**src/rtl/shadow_pkg.sv**
```systemverilog
package shadow_pkg;
  localparam int NUM_SEG_BANKS = 3;
  localparam int SEGS_PER_BANK = 4;

  typedef enum logic [1:0] {
    ROUTE_INT  = 2'b00,
    ROUTE_EXT  = 2'b01,
    ROUTE_DROP = 2'b10
  } route_e;

  // Register layout: upper nibble read shadow, lower nibble write shadow
  typedef struct packed {
    logic [SEGS_PER_BANK-1:0] rd_shadow;
    logic [SEGS_PER_BANK-1:0] wr_shadow;
  } seg_ctl_t;

  typedef struct packed {
    seg_ctl_t [NUM_SEG_BANKS-1:0] seg;     // index 0 = C, 1 = D, 2 = E
    logic [NUM_SEG_BANKS-1:0]     seg_wp;
    logic                         top_rd_ext;
    logic                         top_wp;
  } shadow_cfg_t;
endpackage

```
**src/rtl/shadow_cfg_regs.sv**
```systemverilog
module shadow_cfg_regs
  import shadow_pkg::*;
#(
  parameter logic [7:0] IDX_PORT   = 8'h22,
  parameter logic [7:0] DATA_PORT  = 8'h24,
  parameter logic [7:0] REG_TOP    = 8'h23,
  parameter logic [7:0] REG_SEG_HI = 8'h26,
  parameter logic [7:0] REG_PROT   = 8'h27,
  parameter logic [7:0] TOP_RST    = 8'h40
) (
  input  logic        clk,
  input  logic        rst_n,
  input  logic [7:0]  io_addr,
  input  logic        io_wr,
  input  logic [7:0]  io_wdata,
  output logic [7:0]  io_rdata,
  output shadow_cfg_t cfg
);
  logic [7:0] idx_q, top_q, prot_q;
  logic [NUM_SEG_BANKS-1:0][7:0] seg_q;
  logic data_wr, idx_wr, idx_impl;
  logic [7:0] data_rd;

  assign idx_wr  = io_wr && (io_addr == IDX_PORT);
  assign data_wr = io_wr && (io_addr == DATA_PORT);

  always_ff @(posedge clk) begin
    if (!rst_n) begin
      idx_q  <= 8'h00;
      top_q  <= TOP_RST;
      prot_q <= 8'h00;
    end else begin
      if (idx_wr) idx_q <= io_wdata;
      if (data_wr && idx_q == REG_TOP)  top_q  <= io_wdata;
      if (data_wr && idx_q == REG_PROT) prot_q <= io_wdata;
    end
  end

  for (genvar b = 0; b < NUM_SEG_BANKS; b++) begin : g_seg
    localparam logic [7:0] MY_IDX = REG_SEG_HI - 8'(b);
    always_ff @(posedge clk) begin
      if (!rst_n)                          seg_q[b] <= 8'h00;
      else if (data_wr && idx_q == MY_IDX) seg_q[b] <= io_wdata;
    end
    assign cfg.seg[b]    = seg_ctl_t'(seg_q[b]);
    assign cfg.seg_wp[b] = prot_q[4+b];
  end

  assign cfg.top_rd_ext = top_q[6];
  assign cfg.top_wp     = prot_q[7];

  always_comb begin
    data_rd  = 8'hFF;
    idx_impl = 1'b0;
    if (idx_q == REG_TOP)  begin data_rd = top_q;  idx_impl = 1'b1; end
    if (idx_q == REG_PROT) begin data_rd = prot_q; idx_impl = 1'b1; end
    for (int b = 0; b < NUM_SEG_BANKS; b++) begin
      if (idx_q == REG_SEG_HI - 8'(b)) begin
        data_rd  = seg_q[b];
        idx_impl = 1'b1;
      end
    end
  end

  always_comb begin
    if (io_addr == IDX_PORT)       io_rdata = idx_q;
    else if (io_addr == DATA_PORT) io_rdata = data_rd;
    else                           io_rdata = 8'hFF;
  end

  a_r1_index_load: assert property (@(posedge clk) disable iff (!rst_n)
    idx_wr |=> idx_q == $past(io_wdata));

  a_r2_prot_load: assert property (@(posedge clk) disable iff (!rst_n)
    (data_wr && idx_q == REG_PROT) |=> prot_q == $past(io_wdata));

  a_r3_unimpl_write_ignored: assert property (@(posedge clk) disable iff (!rst_n)
    (data_wr && !idx_impl) |=> ($stable(top_q) && $stable(prot_q) && $stable(seg_q)));
endmodule

```
**src/rtl/shadow_route_decode.sv**
```systemverilog
module shadow_route_decode
  import shadow_pkg::*;
#(
  parameter int ADDR_W = 24
) (
  input  shadow_cfg_t       cfg,
  input  logic [ADDR_W-1:0] mem_addr,
  input  logic              mem_wr,
  output route_e            route,
  output logic              in_window
);
  localparam int HI_W = ADDR_W - 20;

  logic [1:0] bank;
  logic [1:0] seg;
  seg_ctl_t   sc;

  assign in_window = (mem_addr[ADDR_W-1:20] == HI_W'(0)) && (mem_addr[19:18] == 2'b11);
  assign bank      = mem_addr[17:16];
  assign seg       = mem_addr[15:14];

  always_comb begin
    route = ROUTE_EXT;
    sc    = '0;
    if (in_window) begin
      if (bank == 2'd3) begin
        if (mem_wr) route = cfg.top_wp     ? ROUTE_DROP : ROUTE_INT;
        else        route = cfg.top_rd_ext ? ROUTE_EXT  : ROUTE_INT;
      end else begin
        sc = cfg.seg[bank];
        if (mem_wr)
          route = cfg.seg_wp[bank] ? ROUTE_DROP
                                   : (sc.wr_shadow[seg] ? ROUTE_INT : ROUTE_EXT);
        else
          route = sc.rd_shadow[seg] ? ROUTE_INT : ROUTE_EXT;
      end
    end
  end

  always_comb begin
    if (in_window !== 1'b1 && in_window !== 1'b0) begin
    end else begin
      a_r10_read_never_dropped: assert (mem_wr || route != ROUTE_DROP);
      a_r9_outside_external: assert (in_window || route == ROUTE_EXT);
    end
  end
endmodule

```
**src/rtl/shadow_route_ctrl.sv**
```systemverilog
module shadow_route_ctrl
  import shadow_pkg::*;
#(
  parameter int         ADDR_W    = 24,
  parameter logic [7:0] IDX_PORT  = 8'h22,
  parameter logic [7:0] DATA_PORT = 8'h24
) (
  input  logic              clk,
  input  logic              rst_n,
  input  logic [7:0]        io_addr,
  input  logic              io_wr,
  input  logic [7:0]        io_wdata,
  output logic [7:0]        io_rdata,
  input  logic [ADDR_W-1:0] mem_addr,
  input  logic              mem_wr,
  output logic [1:0]        route,
  output logic              in_window
);
  shadow_cfg_t cfg;
  route_e      route_d;

  shadow_cfg_regs #(
    .IDX_PORT (IDX_PORT),
    .DATA_PORT(DATA_PORT)
  ) u_regs (
    .clk     (clk),
    .rst_n   (rst_n),
    .io_addr (io_addr),
    .io_wr   (io_wr),
    .io_wdata(io_wdata),
    .io_rdata(io_rdata),
    .cfg     (cfg)
  );

  shadow_route_decode #(.ADDR_W(ADDR_W)) u_dec (
    .cfg      (cfg),
    .mem_addr (mem_addr),
    .mem_wr   (mem_wr),
    .route    (route_d),
    .in_window(in_window)
  );

  assign route = route_d;

  a_r6_protect_drops_write: assert property (@(posedge clk) disable iff (!rst_n)
    (in_window && mem_wr && mem_addr[17:16] != 2'd3 && cfg.seg_wp[mem_addr[17:16]])
      |-> route == 2'b10);

  a_r8_top_write_route: assert property (@(posedge clk) disable iff (!rst_n)
    (in_window && mem_wr && mem_addr[17:16] == 2'd3)
      |-> route == (cfg.top_wp ? 2'b10 : 2'b00));
endmodule

```
**config.mk**
```make
export PLATFORM = sky130hd
export DESIGN_NAME = shadow_route_ctrl
export DESIGN_NICKNAME = d
export VERILOG_FILES = /design/src/rtl/shadow_pkg.sv /design/src/rtl/shadow_cfg_regs.sv /design/src/rtl/shadow_route_decode.sv /design/src/rtl/shadow_route_ctrl.sv
export SDC_FILE = /design/constraint.sdc
export NUM_CORES = 1
export LEC_CHECK = 0
export ABC_AREA = 0
export CAP_MARGIN = 20
export CORE_MARGIN = 2
export CORE_UTILIZATION = 45
export DETAILED_ROUTE_END_ITERATION = 10
export DONT_BUFFER_PORTS = 1
export PLACE_DENSITY = 0.57
export SLEW_MARGIN = 40
export SYNTH_ARGS = -nofsm -noshare
export SYNTH_HDL_FRONTEND = slang
export SYNTH_HIERARCHICAL = 1
export SYNTH_SLANG_ARGS = --single-unit
```
**constraint.sdc**
```tcl
create_clock -name clk -period 4.1 [get_ports clk]
set_clock_uncertainty 0.1 [all_clocks]
set_input_delay 0.41 -clock clk [delete_from_list [all_inputs] [get_ports clk]]
set_output_delay 0.41 -clock clk [all_outputs]
set_load 0.01 [all_outputs]
```
# Word level (Yosys, flattened, before mapping)
# Index checks and enable logic that the tools add are counted.
# op_classes
mux	24
n_lt_le_gt_ge	2
n_reduce_logical	9
eq_ne	9
# ops
op	count
8-bit two-way mux	8
8-bit by 6-bit == test with 1-bit output, second input constant	7
8-bit binary-select mux with 2-bit select	1
2-bit two-way mux	6
1-bit logical AND	8
1-bit binary-select mux with 2-bit select	3
2-bit by 3-bit less-than comparator with 1-bit output, second input constant	2
1-bit two-way mux	6
2-bit == test, second input constant	2
4-bit zero test	1
# word_totals
inputBits	44
regBits	48
elab_cells	50

# Depth between registers and ports, before layout
# depth
depth_word	9
ltp_mapped	6

# By module
# Netlist, hierarchy kept.
# by_module_without_submodules
mod	area_per_inst_um2	n_inst	cells_each
shadow_cfg_regs	2449.8	1	282
shadow_route_decode	296.5	1	36

# Worst setup path after synthesis
# No wires, ideal clock.
# synth_path
path_type	register -> output
start	register u_regs.idx_q[1]
end	output io_rdata[3]
slack_ns	2.052
stages_incl_launch_ff	6
t_required_ns	3.590
arrival_ns	1.538
path_cell_list	dfxtp_1 > buf_1 > clkbuf_1 > a21oi_1 > a221o_1 > a31oi_1
# synth_between
elab_chain_len	8
elab_cells_between_ends	12
classes_between	eq/ne: 5; mux: 7
# synth_lines
item	line_no	rtl
from (decl)	shadow_cfg_regs.sv:19	logic [7:0] idx_q, top_q, prot_q;
from (signal assigned)	shadow_cfg_regs.sv:33	if (idx_wr) idx_q <= io_wdata;
8-bit by 6-bit == test with 1-bit output	shadow_cfg_regs.sv:55	if (idx_q == REG_TOP) begin data_rd = top_q; idx_impl = 1'b1; end
8-bit two-way mux	shadow_cfg_regs.sv:55	
8-bit two-way mux	shadow_cfg_regs.sv:56	if (idx_q == REG_PROT) begin data_rd = prot_q; idx_impl = 1'b1; end
8-bit two-way mux (2 in a row)	shadow_cfg_regs.sv:58	if (idx_q == REG_SEG_HI - 8'(b)) begin
8-bit two-way mux *	shadow_cfg_regs.sv:58	
8-bit two-way mux *	shadow_cfg_regs.sv:67	else if (io_addr == DATA_PORT) io_rdata = data_rd;
8-bit two-way mux *	shadow_cfg_regs.sv:66	if (io_addr == IDX_PORT) io_rdata = idx_q;
to (decl)	shadow_route_ctrl.sv:13	output logic [7:0] io_rdata,
# Every way passes the cells marked *; elsewhere a longest branch is shown, timed or not.

# Worst setup path after layout
# layout_path
start	register u_regs.idx_q[0]
end	output io_rdata[7]
# Same word-level chain as after synthesis.

==> flow_summary.rst <==
.. list-table::
   :header-rows: 1

   * - Metric
     - Value
   * - Fin. max-slew vios
     - 0
   * - Hold buffers post-CTS
     - 0
   * - Count of fill cells added during filler insertion
     - about 580
   * - Number of cell rows
     - 28
   * - Async set or reset register ratio after synthesis
     - 0%
   * - Number of cells on the worst reg-to-reg path
     - 3
   * - Post-CTS setup buffer count
     - 0
   * - Total Negative Setup Slacks
     - 0 ps
   * - Mean instance size in the synthesized netlist
     - between 8 and 9 um2
   * - Critical register-to-register path endpoint
     - u_regs/cfg[10]
   * - Unique cell type count in the Yosys netlist
     - 52
   * - Met2 layer wire length in the routed design
     - around 3500 um
   * - Prevailing post-synth register cell
     - dfxtp_1
   * - Combinational family with the most area after synthesis
     - simple AND/OR/NAND/NOR gates
   * - Net switching power
     - about 0.18 mW
   * - Number of antenna violations at the first check in global routing
     - 0
   * - Total routing usage reported by global routing
     - between 20% and 30%
   * - Synth Area in Compound Gates
     - 15.1%
   * - Wire length per cell after detailed routing
     - 20.5 um
   * - Setup slack, reg-to-reg
     - approximately 1600 ps
   * - Worst Setup Path Type
     - reg2out
   * - Core Footprint
     - around 0.0059 mm2
   * - Depth of the worst hold-timing path
     - 2
   * - HPWL after detailed placement
     - 5520 um
   * - Clock transition at path regs
     - ~90 ps
   * - Width of the die
     - a little over 80 um
   * - Maximum number of pins on one net before global-route repair
     - 41
   * - Met3 WL
     - 532 um
   * - Type of the tightest min-delay check
     - in2reg
   * - Highest-count cells in the layout ignoring fill and taps
     - mux2i_1, dfxtp_1, nand2_1
   * - Antenna violation net count after detailed routing
     - 0
   * - CTS root buf
     - clkbuf_8
   * - Count of state elements after synthesis
     - 48
   * - Worst hold start
     - io_wdata[0]
   * - Share of power burned in the clock network
     - 43.3%
   * - Number of cells produced by synthesis
     - between 300 and 400
   * - Overall via count from detail_route
     - between 2,000 and 2,500
   * - Post-route clock period utilization
     - between 70% and 80%
   * - Share of synthesized area spent on multiplexers
     - around 22%
   * - Switching portion of total power
     - about a fifth
   * - Area enclosed by the die boundary
     - 0.00674 mm2
   * - Result of the run
     - completed
   * - Drt pass-1 iters
     - 4
   * - EDFF count, synth
     - 0
   * - Number of port buffers
     - 0
   * - Design internal power
     - 0.693 mW
   * - Time the worst path needs with I/O delays and setup
     - roughly 2900 ps
   * - Via count of the first global-routing pass
     - between 2,000 and 2,500
   * - Proportion of power drawn by flip-flops and latches
     - approximately 53%
   * - Final worst hold slack
     - 152 ps
   * - Area share of fa/ha/maj cells after synthesis
     - 0%
   * - GP Congestion
     - around 0.89
   * - Endpoint class of the critical path
     - primary output
   * - Post-Syn Nets
     - approximately 360
   * - Area delta synth->final
     - 4.28%
   * - Final net count
     - 345
   * - Footprint of the flip-flops and latches
     - about 960 um2
   * - Worst skew pair latency
     - 300 ps
   * - Highest metal layer with signal wires
     - met4
   * - Pwr dens
     - 305 mW/mm2
   * - Die Y
     - between 80 and 90 um
   * - Count of endpoints failing setup in the final report
     - 0
   * - Register area share after synthesis
     - between 30% and 40%
   * - Number of warnings printed during yosys synthesis
     - 6
   * - Arrival time of data at the critical path endpoint
     - between 2000 and 2500 ps
   * - Buffers from clock root to sink, at most
     - 2
   * - Post-Syn Area
     - 0.00275 mm2
   * - Count of endpoints failing hold in the final timing report
     - 0
   * - Wire length reported by the detailed router
     - between 7000 and 8000 um
   * - Top-level port count
     - 55
   * - Clock buffers created by TritonCTS
     - 5
   * - RSZ-0062 raised after global routing
     - no
   * - Critical Path Fanout Max
     - 14
   * - Routed metal-1 wire length
     - ~3600 um
   * - Peak supply drop
     - around 160 uV
   * - Basic-gate share of the synthesized area counting and, or, nand and nor cells
     - 22.4%
   * - Antenna fix cells
     - 0
   * - Synthesized-area fraction occupied by xor and xnor cells
     - 0%
   * - Per-cell via count in the routed design
     - roughly 6.2
   * - Critical R2R Launch
     - u_regs/idx_q[2]
   * - Endpoint required time on the critical path
     - 3590 ps
   * - Relative slew margins
     - between 40% and 50%
   * - Measured slew at the worst slew-check pin
     - slightly below 900 ps
   * - Most common cell after layout, fill and taps aside
     - mux2i_1
   * - Ratio of cells with drive above 1 in the final layout
     - under 10%
   * - Area of combinational cells with multiple inputs
     - around 0.0016 mm2
   * - End point of the most critical hold path
     - u_regs/idx_q[0]
   * - Max H-tree Level
     - 2
   * - Aggregate global routing overflow
     - 0
   * - CTS tree
     - done
   * - LEAKAGE
     - 1.09 nW
   * - Post-CTS Resized
     - 0
   * - Kind of launch point of the worst setup path
     - flop
   * - Drt first-iter violations
     - around 250
   * - TritonCTS Sinks
     - 48
   * - Combinational group share of total power
     - under 10%
   * - Maximum clock frequency
     - 0.347 GHz
   * - Total of max-cap violations
     - 0
   * - DRC violation count after routing
     - 0
   * - Global-route wire length before repair
     - ~12,000 um
   * - Effective utilization at floorplan
     - 46.4%
## metrics by stage
step	power (mW)	instances	utilization [%]	worst slack (ps)	cell area (um2)
global placement	0.504	368	46.0	1620	2730
CTS	0.879	377	48.4	1270	2860
floorplan	0.509	318	-	2050	2750
finish	0.872	377	48.4	1220	2860
global route	0.900	377	48.4	1100	2860
detailed placement	0.505	369	46.2	1610	2740
## layer usage
layer / global-route usage, % / vias up
li1: - / 1123
met1: 34.5 / 1132
met2: 36.9 / 73
met3: 5.11 / 6
met4: 5.33 / 0
met5: 0 / -
## power groups by stage
stage	Clock [mW]	Combinational, mW	Sequential [mW]
2_1_floorplan	0	0.0320	0.477
3_3_place_gp	0	0.0275	0.477
5_1_grt	0.404	0.0304	0.466
3_5_place_dp	0	0.0278	0.477
4_1_cts	0.385	0.0279	0.466
6_report	0.378	0.0281	0.466
## cell usage after synthesis (5+ instances only)
library cell / number / area [um2]
nand2_1: 43 / 161
a31oi_1: 7 / 43.8
nor2b_1: 5 / 31.3
nor2_1: 24 / 90.1
clkbuf_1: 14 / 52.6
mux2i_1: 50 / 500
dfxtp_1: 48 / 961
a21oi_1: 16 / 80.1
buf_4: 6 / 45.0
nand4_1: 15 / 93.8
o21ai_0: 23 / 115
## registers in the layout, summed over array words and instances, names as in the netlist
| name | cells |
|---|---|
| u_regs/prot_q | 8 |
| u_regs/cfg | 24 |
| u_regs/idx_q | 8 |
| u_regs/top_q | 8 |
## area by class of cell
cell class	count	area share, %
Multi-Input combinational cell	237	56.8
Sequential cell	48	33.6
Clock buffer	7	3.36
Tap cell	75	3.28
Timing Repair Buffer	5	1.44
Clock inverter	1	1.05
Inverter	4	0.524
## kinds of logic after synthesis
kind of cell           Yosys count
DFF                             48
muxes                           56
buffers and inverters           33
and+or+nand+nor                115
AOI/OAI and AO/OA               66
## how the worst max path moves through the flow
stage	end	slack (ps)	startpoint	cells after the start
floorplan	io_rdata[3]	2050	u_regs/idx_q[1]	5
global placement	io_rdata[7]	1620	u_regs/idx_q[0]	4
detailed placement	io_rdata[7]	1610	u_regs/idx_q[0]	4
CTS	io_rdata[7]	1270	u_regs/idx_q[0]	4
global route	io_rdata[1]	1100	u_regs/idx_q[0]	4
finish	io_rdata[7]	1220	u_regs/idx_q[0]	4
## worst max-delay path, stage by stage (launching register included)
cell	delay, ps
dfxtp_1	630
nor2b_1	760
o2bb2ai_1	190
a32oi_1	160
a21oi_1	320
Power figures use the tool's default switching activity.
